<file path="src/rtl/audio_ring_dma.sv">
module audio_ring_dma #(
  parameter int LEN_W = 16,
  parameter int DEPTH = 16,
  parameter int BURST = 4
) (
  input  logic        clk,
  input  logic        rst_n,
  input  logic        reg_we,
  input  logic [2:0]  reg_addr,
  input  logic [31:0] reg_wdata,
  output logic [31:0] reg_rdata,
  output logic        mem_req,
  output logic [31:0] mem_addr,
  output logic [2:0]  mem_len,
  input  logic        mem_gnt,
  input  logic        mem_rvalid,
  input  logic [31:0] mem_rdata,
  input  logic        mem_rerr,
  input  logic        tx_pop,
  output logic        tx_valid,
  output logic [31:0] tx_data,
  output logic [2:0]  tx_port,
  output logic [2:0]  tx_wps,
  output logic        irq
);
  localparam int FW = $clog2(DEPTH + 1);
  localparam int PW = $clog2(DEPTH);

  logic [11:0]      ctrl_q;
  logic [31:0]      base_q;
  logic [LEN_W-1:0] blen_q, plen_q, off_q, pcnt_q;
  logic [2:0]       stat_q, ien_q;
  logic             req_q;
  logic [2:0]       len_q, left_q;
  logic [31:0]      fifo_q [DEPTH];
  logic [PW-1:0]    wp_q, rp_q;
  logic [FW-1:0]    fill_q;

  wire en      = ctrl_q[0];
  wire wr_ctrl = reg_we && reg_addr == 3'd0;
  wire wr_clr  = reg_we && reg_addr == 3'd7;
  wire flush   = wr_ctrl && reg_wdata[11:0] == 12'd0;

  wire [LEN_W:0] to_end = {1'b0, blen_q} - {1'b0, off_q} + 1'b1;
  wire launch = en && !req_q && left_q == 3'd0 &&
                32'(fill_q) <= 32'(ctrl_q[11:8]) && 32'(fill_q) <= DEPTH - BURST;
  wire beat   = mem_rvalid && left_q != 3'd0;
  wire take   = beat && en && !mem_rerr && !flush;
  wire berr   = beat && mem_rerr;
  wire pop    = tx_pop && fill_q != '0;
  wire xrun   = tx_pop && fill_q == '0 && en;
  wire per_hit = take && pcnt_q == plen_q;

  wire [31:0] curr = base_q + 32'({off_q, 2'b00});

  assign mem_req  = req_q;
  assign mem_addr = curr;
  assign mem_len  = len_q;
  assign tx_valid = fill_q != '0;
  assign tx_data  = fifo_q[rp_q];
  assign tx_port  = ctrl_q[7:5];
  assign tx_wps   = ctrl_q[4:2];
  assign irq      = |(stat_q & ien_q);

  always_comb begin
    case (reg_addr)
      3'd0:    reg_rdata = 32'(ctrl_q);
      3'd1:    reg_rdata = base_q;
      3'd2:    reg_rdata = 32'(blen_q);
      3'd3:    reg_rdata = 32'(plen_q);
      3'd4:    reg_rdata = curr;
      3'd5:    reg_rdata = 32'(stat_q);
      3'd6:    reg_rdata = 32'(ien_q);
      default: reg_rdata = 32'd0;
    endcase
  end

  always_ff @(posedge clk) begin
    if (!rst_n) begin
      ctrl_q <= '0;
      base_q <= '0;
      blen_q <= '0;
      plen_q <= '0;
      ien_q  <= '0;
      stat_q <= '0;
    end else begin
      if (wr_ctrl) ctrl_q <= reg_wdata[11:0];
      if (berr)    ctrl_q[0] <= 1'b0;
      if (reg_we && reg_addr == 3'd1) base_q <= reg_wdata;
      if (reg_we && reg_addr == 3'd2) blen_q <= reg_wdata[LEN_W-1:0];
      if (reg_we && reg_addr == 3'd3) plen_q <= reg_wdata[LEN_W-1:0];
      if (reg_we && reg_addr == 3'd6) ien_q  <= reg_wdata[2:0];
      stat_q <= (stat_q & ~(wr_clr ? reg_wdata[2:0] : 3'b000)) | {berr, xrun, per_hit};
    end
  end

  always_ff @(posedge clk) begin
    if (!rst_n || flush) begin
      off_q  <= '0;
      pcnt_q <= '0;
    end else if (take) begin
      off_q  <= (off_q == blen_q) ? '0 : off_q + 1'b1;
      pcnt_q <= per_hit ? '0 : pcnt_q + 1'b1;
    end
  end

  always_ff @(posedge clk) begin
    if (!rst_n) begin
      req_q  <= 1'b0;
      len_q  <= 3'd1;
      left_q <= '0;
    end else begin
      if (beat) left_q <= left_q - 1'b1;
      if (req_q && mem_gnt) begin
        req_q  <= 1'b0;
        left_q <= len_q;
      end else if (!en || flush) begin
        req_q <= 1'b0;
      end else if (launch) begin
        req_q <= 1'b1;
        len_q <= (ctrl_q[1] && to_end >= (LEN_W+1)'(BURST)) ? 3'(BURST) : 3'd1;
      end
    end
  end

  always_ff @(posedge clk) begin
    if (!rst_n || flush) begin
      wp_q   <= '0;
      rp_q   <= '0;
      fill_q <= '0;
    end else begin
      if (take) wp_q <= (32'(wp_q) == DEPTH - 1) ? '0 : wp_q + 1'b1;
      if (pop)  rp_q <= (32'(rp_q) == DEPTH - 1) ? '0 : rp_q + 1'b1;
      fill_q <= fill_q + FW'(take) - FW'(pop);
    end
  end

  always_ff @(posedge clk) begin
    if (take) fifo_q[wp_q] <= mem_rdata;
  end
endmodule

</file>
<file path="config.mk">
export PLATFORM = sky130hd
export DESIGN_NAME = audio_ring_dma
export DESIGN_NICKNAME = d
export VERILOG_FILES = /design/src/rtl/audio_ring_dma.sv
export SDC_FILE = /design/constraint.sdc
export NUM_CORES = 1
export LEC_CHECK = 0
export CORE_ASPECT_RATIO = 1.75
export CORE_UTILIZATION = 50
export CTS_CLUSTER_SIZE = 14
export DETAILED_ROUTE_END_ITERATION = 12
export DONT_BUFFER_PORTS = 1
export GPL_ROUTABILITY_DRIVEN = 0
export PLACE_DENSITY = 0.73
export SLEW_MARGIN = 40
export SYNTH_ARGS = -nofsm -noshare
export SYNTH_HDL_FRONTEND = slang
export SYNTH_SLANG_ARGS = --single-unit
</file>
<file path="constraint.sdc">
create_clock -name clk -period 12.7 [get_ports clk]
set_input_delay 0.635 -clock clk [delete_from_list [all_inputs] [get_ports clk]]
set_output_delay 0.635 -clock clk [all_outputs]
set_load 0.02 [all_outputs]
</file>
==> impl_metrics.toml <==
[worst_setup_path]
r2r_start = "left_q[0]$_SDFFE_PN0P_"
crit_fanout = 10
worstSetupPathType = "reg -> out"
path_buf_inv = 0
crit_family = "compound AO/OA/AOI/OAI gates"
reg2reg_depth = 18
rr_endpoint = "fill_q[4]$_SDFF_PP0_"
crit_chain = "ha_1 > fa_1 > a21oi_1 > o2111ai_1 > a32oi_1 > nor2_1 > nor2_2 > o21ai_0 > a31oi_1"
crit_arrival_ps = 3860
crit_path_end_kind = "output port"
critical_path_required_ps = 12060
cp_slowest_cell = "a32oi_1"
start_kind = "register"
max_stage_delay_ps = 580
r2r_slack_ps = 9060

[yosys]
synth_enable_flop_cells = 512
synth_seq_area_share_pct = 64.08
syn_nets = 2012
yosys_warnings = 0
ys_types = 68
ys_seq_elements = 649
synth_flop_cell = "edfxtp_1"
syn_area_sq_um = 28270
avgSynthCellArea_sq_um = 15.14
synth-async-reset-ratio_pct = 0
syn-instance-count = 1867

[global_routing]
grt_pass1_wl_um = 104500
grt_overflow = 0
antenna_found_initial = 0
grt_max_degree = 92
grt_usage_pct = 24.67
grt_pass1_vias = 16830

[sta]
post-route-period-util_pct = 35.37
period_needed_ps = 4492
setup_tns_ps = 0
final_hold_viol_count = 0
slew_headroom_pct = 42.57
grt_setup_unrepaired = "false"
max_freq_mhz = 222.6
clock_skew_ps = 50.99
timing.final.ws_setup_ps = 8208
maxSlewViolCount = 0
worst_pin_slew_ps = 852.5
setup_viol = 0

[placed_design]
dp_cells = 2495
place_hpwl_um = 44580
portBuffers = 0
place_ws_ps = 8881

[finish]
areaGrowthSynthToFinish_pct = 9.302
fin_nets = 1997
fin_util_pct = 55.21
diodes = 0
finalNonFillerCells = 2602
layout-drive-gt1-share_pct = 16.58

[floorplanning]
core_sq_um = 55970
die-area_sq_um = 57540
io_pins = 182
initial_core_util_pct = 50.51
rows = 115
die_h_um = 316.6
die_w_um = 181.8

[cts]
clk_latency_ps = 630
cts_resized = 0
cts_tree = "yes"
post_cts_buffers = 0
root_buffer = "clkbuf_16"
cts_sinks = 649
cts-buffers-inserted = 57
cts_buffer_depth = 3
cts.htree.levels = 2
clkTransAtPathRegs_ps = 70
ctsHoldBuffers = 0

[route]
first_pass_iters = 6
viasPerCell = 6.276
ant_nets = 0
routed_wl_um = 70480
wl_per_cell_um = 27.09
routed-via-count = 16330
drcViolationCount = 0
drtIter0Drc = 1385

[hold_path]
holdPathStages = 0
hold_end = "fifo_q[14][24]$_DFFE_PP_"
hp-class = "in -> reg"
hold_start = "mem_rdata[24]"

[outcome]
outcome = "complete, no violations"

[flow_run]
drv_cap = 0

[power_and_ir_drop]
power.leakage_uw = 0.009909
ir_worst_vdd_uv = 124.0
power_density_nw_per_um2 = 151.7
==> cells by family after synthesis <==
logic type               synth area share (%)
buffers and inverters                   2.239
XOR/XNOR                                2.664
AND/OR/NAND/NOR                         7.373
AO/OA/AOI/OAI                           6.355
flip-flops                              64.08
adder cells (fa/ha/maj)                 3.222
multiplexers                            14.05
other                                 0.01326
==> worst max path at each step <==
stage | from | endpoint | slack [ps] | cells past startpoint
floorplan | reg_addr[1] | fifo_q[0][0]$_DFFE_PP_ | 8050 | 8
global placement | register | tx_data[4] | 8860 | 3
detailed placement | off_q[0]$_SDFFE_PP0P_ | reg_rdata[26] | 8880 | 9
CTS | off_q[0]$_SDFFE_PP0P_ | reg_rdata[26] | 8190 | 9
global route | off_q[0]$_SDFFE_PP0P_ | reg_rdata[26] | 8000 | 9
finish | off_q[0]$_SDFFE_PP0P_ | reg_rdata[26] | 8210 | 9
==> final cells by class <==
class / count / area [sq um]
multi-input cells: 1063 / 9643
repair buffers: 29 / 250.2
inverters: 52 / 195.2
clock buffers: 89 / 1567
flip-flops and latches: 649 / 18130
well taps: 702 / 878.3
clock inverters: 18 / 240.2
fillers: 4290 / 25070
==> per-stage QoR <==
step	hold slack, ps	instance area (sq um)	total power [uW]
finish	93.30	30900	4689
floorplan	443.5	28270	2911
global route	59.26	30900	4840
detailed placement	468.7	29090	3033
global placement	454.6	29040	3006
CTS	52.66	30890	4725
==> layout by cell type (no fill, tap or decap), types with 4 or more instances in the layout <==
cell	instances
o21ai_0	38
a22oi_1	6
o221ai_1	5
nor3_1	20
xnor2_1	57
a31oi_1	13
and3_1	14
a21oi_1	35
ha_1	68
a21boi_0	77
nor2b_1	12
mux2i_1	10
or3_1	8
and2_1	5
nand4_1	21
nor2_1	73
buf_4	25
o21a_1	8
xor2_1	29
a41oi_1	7
edfxtp_1	512
nor3_2	5
a32oi_1	4
nand3_1	26
nor2_4	12
a21o_1	14
a22o_1	13
inv_1	52
dfxtp_1	133
clkbuf_1	30
mux2_2	6
clkbuf_16	57
nand2_1	235
nor4_1	12
mux4_2	169
==> synthesized netlist by cell type (all sizes together) (25+ instances only) <==
cell	number	area (sq um)
nand2	235	882.1
nor2	86	325.3
ha	68	850.8
edfxtp	512	15370
clkbuf	69	259.0
o21ai	39	195.2
buf	34	178.9
dfxtp	137	2743
xor2	29	254.0
xnor2	57	499.2
nor3	25	125.1
a21boi	79	593.1
mux4	169	3806
a21oi	35	175.2
nand3	27	135.1
inv	52	195.2
==> worst register-to-register path: cells and delay by family, from the launching register on <==
family | cells | cell delay (ps)
adder cells (fa/ha/maj) | 5 | 1270
AND/OR/NAND/NOR | 5 | 870
buffers and inverters | 6 | 820
flip-flops | 1 | 350
XOR/XNOR | 1 | 130
AO/OA/AOI/OAI | 1 | 60
==> power breakdown <==
part | switching, uW | internal (uW)
Clock | 785 | 921
Combinational | 320 | 318
Sequential | 34.9 | 2310
==> registers in the layout (all words and copies together), names as in the netlist, named ones only <==
signal / count
fifo_q: 512
base_q: 32
blen_q: 16
off_q: 16
pcnt_q: 16
plen_q: 16
ctrl_q: 12
fill_q: 5
rp_q: 4
wp_q: 4
ien_q: 3
left_q: 3
stat_q: 3
mem_len: 2
mem_req: 1
==> metal layers <==
| layer | track usage (%) | wire, um | part of all wire (%) | up-vias |
|---|---|---|---|---|
| li1 | - | - | - | 7140 |
| met1 | 25.99 | 23380 | 33 | 8256 |
| met2 | 46.17 | 37830 | 54 | 740 |
| met5 | 0 | 0 | 0 | - |
| met3 | 4.824 | 5347 | 7.6 | 194 |
| met4 | 13.06 | 3914 | 5.6 | 0 |
No activity file was read; power rests on OpenSTA's default activity.
